**src/rtl/xirq_pkg.sv**
```systemverilog
package xirq_pkg;
  typedef enum logic [1:0] {
    SENSE_LOW  = 2'b00,
    SENSE_RISE = 2'b01,
    SENSE_FALL = 2'b10,
    SENSE_ANY  = 2'b11
  } sense_e;
endpackage

```
**src/rtl/xirq_sync.sv**
```systemverilog
module xirq_sync #(
  parameter int NPINS  = 4,
  parameter int STAGES = 2
) (
  input  logic             clk,
  input  logic             rst_n,
  input  logic [NPINS-1:0] raw_i,
  output logic [NPINS-1:0] sync_o
);
  localparam int LAST = STAGES - 1;

  for (genvar p = 0; p < NPINS; p++) begin : g_pin
    logic [STAGES-1:0] chain_q;
    always_ff @(posedge clk or negedge rst_n) begin
      if (!rst_n) chain_q <= '1;
      else        chain_q <= {chain_q[STAGES-2:0], raw_i[p]};
    end
    assign sync_o[p] = chain_q[LAST];
  end
endmodule

```
**src/rtl/xirq_combine.sv**
```systemverilog
module xirq_combine #(
  parameter int NPINS = 4
) (
  input  logic             clk,
  input  logic             rst_n,
  input  logic [NPINS-1:0] sync_i,
  input  logic [NPINS-1:0] en_i,
  output logic             comb_o
);
  logic [NPINS-1:0] masked;

  for (genvar p = 0; p < NPINS; p++) begin : g_mask
    assign masked[p] = en_i[p] ? sync_i[p] : 1'b1;
  end

  assign comb_o = &masked;

  // one enabled low pin blocks the group
  p_low_masks_r10: assert property (@(posedge clk) disable iff (!rst_n)
    (|(en_i & ~sync_i)) |-> !comb_o);

  // an empty group idles high
  p_empty_idle_r2: assert property (@(posedge clk) disable iff (!rst_n)
    (en_i == '0) |-> comb_o);
endmodule

```
**src/rtl/xirq_detect.sv**
```systemverilog
module xirq_detect
  import xirq_pkg::*;
(
  input  logic   clk,
  input  logic   rst_n,
  input  logic   comb_i,
  input  sense_e sense_i,
  input  logic   ack_i,
  output logic   req_o
);
  logic prev_q;
  logic pend_q;
  logic rise, fall, hit;

  assign rise = comb_i & ~prev_q;
  assign fall = ~comb_i & prev_q;

  always_comb begin
    unique case (sense_i)
      SENSE_RISE: hit = rise;
      SENSE_FALL: hit = fall;
      SENSE_ANY:  hit = rise | fall;
      default:    hit = 1'b0;
    endcase
  end

  always_ff @(posedge clk or negedge rst_n) begin
    if (!rst_n) begin
      prev_q <= 1'b1;
      pend_q <= 1'b0;
    end else begin
      prev_q <= comb_i;
      if (sense_i == SENSE_LOW) pend_q <= 1'b0;
      else if (hit)             pend_q <= 1'b1;
      else if (ack_i)           pend_q <= 1'b0;
    end
  end

  assign req_o = (sense_i == SENSE_LOW) ? ~comb_i : pend_q;

  // acknowledge without a new edge drops the request
  p_ack_clears_r7: assert property (@(posedge clk) disable iff (!rst_n)
    (pend_q && ack_i && !hit) |=> !pend_q);

  // without acknowledge the request holds in edge modes
  p_pend_holds_r7: assert property (@(posedge clk) disable iff (!rst_n)
    (pend_q && !ack_i && sense_i != SENSE_LOW) |=> pend_q);

  // a new edge wins over a coincident acknowledge
  p_edge_wins_r8: assert property (@(posedge clk) disable iff (!rst_n)
    (hit && ack_i) |=> pend_q);
endmodule

```
**src/rtl/xirq_sense.sv**
```systemverilog
module xirq_sense
  import xirq_pkg::*;
#(
  parameter int NPINS       = 4,
  parameter int SYNC_STAGES = 2
) (
  input  logic             clk,
  input  logic             rst_n,
  input  logic [NPINS-1:0] pin_i,
  input  logic [NPINS-1:0] grp_en_i,
  input  logic [1:0]       sense_i,
  input  logic             ack_i,
  output logic             irq_o,
  output logic             wake_o
);
  logic [NPINS-1:0] pin_sync;
  logic             comb;
  sense_e           sense;

  assign sense = sense_e'(sense_i);

  xirq_sync #(.NPINS(NPINS), .STAGES(SYNC_STAGES)) u_sync (
    .clk(clk), .rst_n(rst_n), .raw_i(pin_i), .sync_o(pin_sync)
  );

  xirq_combine #(.NPINS(NPINS)) u_comb (
    .clk(clk), .rst_n(rst_n), .sync_i(pin_sync), .en_i(grp_en_i), .comb_o(comb)
  );

  xirq_detect u_det (
    .clk(clk), .rst_n(rst_n), .comb_i(comb), .sense_i(sense),
    .ack_i(ack_i), .req_o(irq_o)
  );

  assign wake_o = irq_o;

  // in level mode the request tracks the combined signal, acknowledge or not
  p_level_tracks_r6: assert property (@(posedge clk) disable iff (!rst_n)
    (sense == SENSE_LOW && !comb) |-> irq_o);
endmodule

```
**config.mk**
```make
export PLATFORM = sky130hd
export DESIGN_NAME = xirq_sense
export DESIGN_NICKNAME = d
export VERILOG_FILES = /design/src/rtl/xirq_pkg.sv /design/src/rtl/xirq_sync.sv /design/src/rtl/xirq_combine.sv /design/src/rtl/xirq_detect.sv /design/src/rtl/xirq_sense.sv
export SDC_FILE = /design/constraint.sdc
export NUM_CORES = 1
export LEC_CHECK = 0
export ABC_AREA = 1
export CAP_MARGIN = 40
export CORE_AREA = 2 2 39 41
export CTS_CLUSTER_DIAMETER = 30
export DETAILED_ROUTE_END_ITERATION = 16
export DIE_AREA = 0 0 41 43
export SLEW_MARGIN = 0
export SYNTH_ARGS = -nofsm -noshare
export SYNTH_HDL_FRONTEND = slang
export SYNTH_HIERARCHICAL = 1
export SYNTH_SLANG_ARGS = --single-unit
```
**constraint.sdc**
```tcl
create_clock -name clk -period 3.2 [get_ports clk]
set_clock_uncertainty 0.05 [all_clocks]
set_input_delay 0.64 -clock clk [delete_from_list [all_inputs] [get_ports clk]]
set_output_delay 0.64 -clock clk [all_outputs]
set_load 0.05 [all_outputs]
```
### Word level (Yosys, flattened, before mapping)

Cells that the tools add are included.
Widths: inputs -> output; s select.

| cells by class | value |
|---|---|
| $add $sub $neg | 0 |
| multipliers | 0 |
| div/mod/pow operators | 0 |
| order comparisons | 0 |
| equality and inequality tests | 3 |
| shift operators | 0 |
| mux-type cells | 9 |
| bitwise operators | 5 |
| reductions and logical operators | 3 |

Operator list:

| kind | number |
|---|---|
| $mux 1 | 8 |
| $eq 2x2->1 const B | 2 |
| $reduce_and 4->1 | 1 |
| $pmux 1 s3 | 1 |
| $reduce_bool 3->1 | 1 |
| $and 1x1->1 | 2 |
| $eq 2x1->1 const B | 1 |
| $logic_not 2->1 | 1 |
| $not 1->1 | 2 |
| $or 1x1->1 | 1 |

| storage, ports and cells | value |
|---|---|
| flip-flop bits (word level) | 10 |
| bits in latches | 0 |
| bits in writable memories | 0 |
| bits in read-only memories | 0 |
| bits of input ports | 13 |
| output and inout port bits | 2 |
| logic and storage cells | 26 |
| memories kept | 0 |

### Logic depth before layout (Yosys ltp)

Gate-level depths: netlist of run 1.

| depth | value |
|---|---|
| word-level depth | 8 |
| gate-level depth with buffers | 11 |
| mapped depth without buffers | 10 |

### By module

The synthesis of run 1 kept the hierarchy.

By module, submodules not included:

| module | instances | cells an instance | area each (µm²) | sequential area each (µm²) |
|---|---|---|---|---|
| xirq_sync | 1 | 12 | 240.2 | 210.2 |
| xirq_detect | 1 | 19 | 142.6 | 51.3 |
| xirq_combine | 1 | 11 | 41.3 | 0.0 |
| xirq_sense | 1 | 1 | 7.5 | 0.0 |

### Least setup slack after synthesis of run 1

No wires, ideal clock.

| path | value |
|---|---|
| path kind | input-to-output |
| start point | in grp_en_i[0] |
| end point | out wake_o |
| arrival | 1.889 ns |
| data required time | 2.510 ns |
| slack | 0.621 ns |
| stages on the path | 5 |
| buffers on the path | 1 |
| cell sequence | nand2_1 nand2_1 nor2_1 o21ai_1 buf_4 |

| on the way | value |
|---|---|
| cells in the longest elaborated chain, start to end | 4 |

RTL lines:

| element | RTL line | source |
|---|---|---|
| from (decl) | xirq_sense.sv:10 | `input logic [NPINS-1:0] grp_en_i,` |
| $mux 1 | xirq_combine.sv:13 | `assign masked[p] = en_i[p] ? sync_i[p] : 1'b1;` |
| $reduce_and 4->1 | xirq_combine.sv:16 | `assign comb_o = &masked;` |
| via comb | xirq_sense.sv:17 | `logic comb;` |
| $not 1->1 | xirq_detect.sv:39 | `assign req_o = (sense_i == SENSE_LOW) ? ~comb_i : pend_q;` |
| $mux 1 | xirq_detect.sv:39 |  |
| to (decl) | xirq_sense.sv:14 | `output logic wake_o` |

The timed path passes the listed nets, and every way through them passes these cells.

### Final worst setup path of run 1

| path | value |
|---|---|
| start point | in grp_en_i[0] |
| end point | out irq_o |

| on the way | value |
|---|---|
| cells in the longest elaborated chain, start to end | 4 |

RTL lines:

| element | RTL line | source |
|---|---|---|
| $mux 1 | xirq_combine.sv:13 |  |
| $reduce_and 4->1 | xirq_combine.sv:16 |  |
| via comb | xirq_sense.sv:17 |  |
| $not 1->1 | xirq_detect.sv:39 |  |
| $mux 1 | xirq_detect.sv:39 |  |
| to (decl) | xirq_sense.sv:13 | `output logic irq_o,` |

The timed path passes the listed nets, and every way through them passes these cells.

==> results.ini, run 1 <==
[clock_tree]
numCtsBuffers=3
root_buffer=clkbuf_4
cts_buffer_depth=2
cts_max_level=1
insertion_delay_ns=0.25
post_cts_buffers=0
ctsHoldBuffers=0
cts_tree=done
clk_pin_slew_ns=0.06
cts.sinks=10
cts.repair.resized=0

[power_and_ir_drop]
report.power.total_w=0.000304
leakagePower_nw=0.284
cellPowerDensity_nw_per_um2=518
ir_drop_mv=0.282

[synthesis]
yosys_most_used_dff=dfstp_2
synth_edf_count=0
netlist.area_leader.share_pct=54.8
ys_ff_latch=10
synth_nets=58
synth_area_leaders=dfstp_2 (55%), nand2_1 (9.6%), buf_4 (8.7%), inv_1 (7.0%), dfrtp_1 (5.8%)
synth_cell_type_count=12
avgSynthCellArea_um2=10.0
synth_common_cells=nand2_1 (11), dfstp_2 (9), inv_1 (8)
ys_seq_area_share_pct=60.6
yosys_warnings=6
synth_top_area_cell=dfstp_2
syn_inst=43
yosysMostFrequentCell=nand2_1
async_flop_share_pct=100
syn_area_um2=432

[critical_path]
worstPathRequired_ns=2.51
rrSetupSlack_ns=1.58
startpoint_type=primary input
cp-end-kind=output pin
max_stage_delay_ns=0.41
cp.arrival_ns=1.74
worstRegToRegCells=9
r2r-start=u_sync/g_pin[0].chain_q[1]
path_max_fanout=4
critPathKind=in -> out
crit_slowest_cell=clkdlybuf4s50_1
critPathMostFrequentCell=nand2_1
rr_endpoint=u_det/pend_q
crit_chain=clkdlybuf4s50_1 > nand2_1 > nand2_1 > nor2_1 > o21ai_1 > buf_4

[layout]
fillers=130
drive_gt1_share_pct=30.4
nets=72
antenna_cells=0
area_growth_pct=35.7

[timing]
setup_viol=0
max_freq_ghz=0.412
fin_tns_setup_ns=0
min_period_over_period_pct=75.8
rsz0062_at_grt=no
min_period_ns=2.43
holdWs_ns=0.305
worst_pin_slew_ns=0.405
max_slew_margin_pct=72.9
hold_viol=0
setup_ws_ns=0.774
drv_slew=0

[grt]
grtUsageTotal_pct=9.09
grt_pass1_wl_um=993
overflow=0
antenna_found_initial=0
grt_pass1_vias=282
grt_max_degree=11

[job]
max_cap_violations=0

[routing]
drc=0
wl_met3_um=29
highest_layer=met4
wire_per_inst_um=7.89
met2WireLength_um=258
first_iter_violations=0
first_pass_iters=1
vias=266
via_per_inst=3.69
drt-met1-wl_um=268
ant_nets=0
drt-total-wl_um=568

[run_status]
status=complete, no violations

[placement]
io_buffers=14
dp_hpwl_um=429
gp_congestion=0.579
dp_slack_ns=0.774

[floorplan]
start_util_pct=31.2
core_area_um2=1380
die_h_um=43
pin_count=15
rows=14
dieArea_um2=1760
die_width_um=41

[worst_hold_path]
min_path_cells=0
hold-path-endpoint=u_sync/g_pin[2].chain_q[1]
hp-start=u_sync/g_pin[2].chain_q[0]
min_path_type=reg -> reg

-- worst max-delay path, delay by kind of cell --
kind,cells,cell delay (ns)
AOI/OAI and AO/OA,1,0.14
buffers and inverters,2,0.61
and+or+nand+nor,3,0.35
-- per-stage QoR --
stage               cell area (um2)  instances  util [%]
detailed placement              549         68      39.7
global placement                549         68      39.7
global route                    586         72      42.3
finish                          586         72      42.3
floorplan                       432         43         -
CTS                             586         72      42.3
-- cell usage in the layout, fill, tap and decap left out --
master,instances
nor2_1,1
dfstp_2,9
nand3b_1,1
dfrtp_1,1
clkbuf_4,3
nand2_2,1
clkdlybuf4s50_1,12
buf_4,2
inv_2,1
o21ai_1,1
inv_1,8
ha_1,2
nand3_1,2
nand2_1,11
clkbuf_8,1
-- worst max path at each step --
stage | startpoint | end | slack [ns] | cells after the start
floorplan | grp_en_i[0] | wake_o | 0.62 | 5
global placement | grp_en_i[0] | irq_o | 0.77 | 6
detailed placement | grp_en_i[0] | wake_o | 0.77 | 6
CTS | grp_en_i[0] | wake_o | 0.76 | 6
global route | grp_en_i[0] | irq_o | 0.67 | 6
finish | grp_en_i[0] | irq_o | 0.77 | 6
-- cells by family (layout without fill, tap and decap cells) --
logic type | count (synthesis) | in the layout | synth area share, %
buffers and inverters | 14 | 27 | 16.5
adder cells (fa/ha/maj) | 2 | 2 | 5.80
AO/OA/AOI/OAI | 1 | 1 | 1.16
AND/OR/NAND/NOR | 16 | 16 | 15.9
flip-flops | 10 | 10 | 60.6
-- area by class of cell --
| class | count | area [um2] | share of cell area (%) |
|---|---|---|---|
| clock buffers | 4 | 36.3 | 6.20 |
| inverters | 9 | 33.8 | 5.77 |
| multi-input cells | 19 | 98.8 | 16.9 |
| flip-flops and latches | 10 | 262 | 44.7 |
| well taps | 16 | 20.0 | 3.42 |
| repair buffers | 14 | 135 | 23.1 |
-- flip-flops by register name, summed over array words and instances (netlist names) --
| signal | flops |
|---|---|
| u_det/pend_q | 1 |
| u_det/prev_q | 1 |
| u_sync/g_pin.chain_q | 8 |
-- report_power, final --
group	switching [W]	leakage, nW	total, W	internal [W]
combinational	0.0000283	0.156	0.0000520	0.0000237
clock	0.0000406	0.0210	0.000110	0.0000689
sequential	0.00000276	0.107	0.000142	0.000139
-- layer usage --
metal | up-vias | track usage, %
li1 | 147 | -
met1 | 109 | 10.5
met2 | 8 | 11.6
met3 | 2 | 1.57
met4 | 0 | 12.0
met5 | - | 0
(Power assumes the default switching activity.)
==> run 2, diff against run 1 <==
==> constraint.sdc (replaced) <==
create_clock -name clk -period 2.3 [get_ports clk]
set_clock_uncertainty 0.05 [all_clocks]
set_input_delay 0.46 -clock clk [delete_from_list [all_inputs] [get_ports clk]]
set_output_delay 0.46 -clock clk [all_outputs]
set_load 0.05 [all_outputs]
==> results.ini, run 2 (synthesis results as in run 1) <==
[clock_tree]
clk_pin_slew_ns=0.06
cts.sinks=10
cts_max_level=1
cts_buffer_depth=2
ctsHoldBuffers=0
post_cts_buffers=0
root_buffer=clkbuf_4
cts.repair.resized=0
insertion_delay_ns=0.26
cts_tree=done
numCtsBuffers=3

[floorplan]
rows=14
core_area_um2=1380
dieArea_um2=1760
die_h_um=43
start_util_pct=31.2
pin_count=15
die_width_um=41

[job]
max_cap_violations=0

[layout]
seq_area_um2=262
fillers=129
layout_commonest_cell=clkdlybuf4s50_1
nets=74
largest_register_ffs=8
reg_top3=u_sync/g_pin.chain_q (8), u_det/pend_q (1), u_det/prev_q (1)
area_growth_pct=44.9
drive_gt1_share_pct=32.8
antenna_cells=0
top_register=u_sync/g_pin.chain_q
multi_input_area_um2=98.8
final_cell_mix=clkdlybuf4s50_1 (12), nand2_1 (11), dfstp_2 (9), inv_1 (8), clkbuf_4 (3)
stdcell_area_um2=626

[power_and_ir_drop]
cellPowerDensity_nw_per_um2=708
ir_drop_mv=0.301
leakagePower_nw=0.302

[timing]
drv_slew=0
max_freq_ghz=0.492
max_slew_margin_pct=73.2
min_period_ns=2.03
rsz0062_at_grt=no
holdWs_ns=0.305
fin_tns_setup_ns=0
min_period_over_period_pct=88.3
worst_pin_slew_ns=0.400
setup_viol=0
hold_viol=0

[grt]
grtUsageTotal_pct=11.0
antenna_found_initial=0
overflow=0
grt_pass1_vias=321
grt_max_degree=11
grt_pass1_wl_mm=1.21

[run_status]
status=complete, no violations

[critical_path]
critPathMostFrequentCell=nand2_1
cp.arrival_ns=1.52
startpoint_type=primary input
crit_slowest_cell=clkdlybuf4s50_1
worstPathRequired_ns=1.79
cp-end-kind=output pin
critPathKind=in -> out
crit_chain=clkdlybuf4s50_1 > nand2_1 > nand2_1 > nor2_1 > o21ai_1 > buf_4 > buf_12
max_stage_delay_ns=0.42
path_max_fanout=2

[worst_hold_path]
min_path_type=reg -> reg

[placement]
dp_hpwl_um=503
place_area_um2=589
io_buffers=14
gp_congestion=0.663

[routing]
vias=304
ant_nets=0
drc=0
first_pass_iters=2
via_per_inst=4.11
wire_per_inst_um=8.35
drt-total-wl_um=618
first_iter_violations=2

[run 2: cell count changes in the layout (fill, tap and decap cells not counted), sizes merged]
cell	before	now
buf	2	4
[run 2: path summary, 6_finish.rpt]
kind,start,end,slack (ns),cells after the start
worst max-delay path,grp_en_i[0],wake_o,0.27,7
worst min-delay path,u_sync/g_pin[1].chain_q[0],u_sync/g_pin[1].chain_q[1],0.30,0
worst max register to register,u_sync/g_pin[1].chain_q[1],u_det/pend_q,0.65,10
worst min register to register,u_sync/g_pin[1].chain_q[0],u_sync/g_pin[1].chain_q[1],0.30,0
max in group asynchronous,rst_n,u_sync/g_pin[1].chain_q[0],1.44,1
min in group asynchronous,rst_n,u_det/pend_q,0.45,1
[run 2: final cells by class]
class                           instances  share of cell area [%]
Sequential cell                        10                    41.8
Timing Repair Buffer                   16                    28.0
Multi-Input combinational cell         19                    15.8
Clock buffer                            4                    5.80
Inverter                                9                    5.40
Tap cell                               16                    3.20
[run 2: stage by stage]
stage / worst slack (ns) / std cells / total power (W) / util [%]
2_1_floorplan: 0.0519 / 43 / 0.000246 / -
3_3_place_gp: 0.282 / 70 / 0.000295 / 42.6
3_5_place_dp: 0.266 / 70 / 0.000296 / 42.6
4_1_cts: 0.256 / 74 / 0.000454 / 45.2
5_1_grt: 0.182 / 74 / 0.000474 / 45.2
6_report: 0.269 / 74 / 0.000443 / 45.2
[run 2: power by group]
group	switching, W	internal (W)
logic	0.0000443	0.0000511
registers	0.00000370	0.000194
clock network	0.0000539	0.0000958
[run 2: worst max-delay path, delay by kind of cell]
family | cells | cell delay [ns]
simple gates | 3 | 0.27
buf+inv | 3 | 0.71
compound gates | 1 | 0.08
[run 2: routing by layer]
metal / part of all wire, % / wire length (um) / track usage [%] / vias to the layer above
met5: 0 / 0 / 0 / -
met4: 1.9 / 12 / 10.0 / 0
met3: 4.9 / 30 / 4.71 / 2
met2: 50 / 306 / 15.0 / 8
met1: 43 / 268 / 12.2 / 141
li1: - / - / - / 153
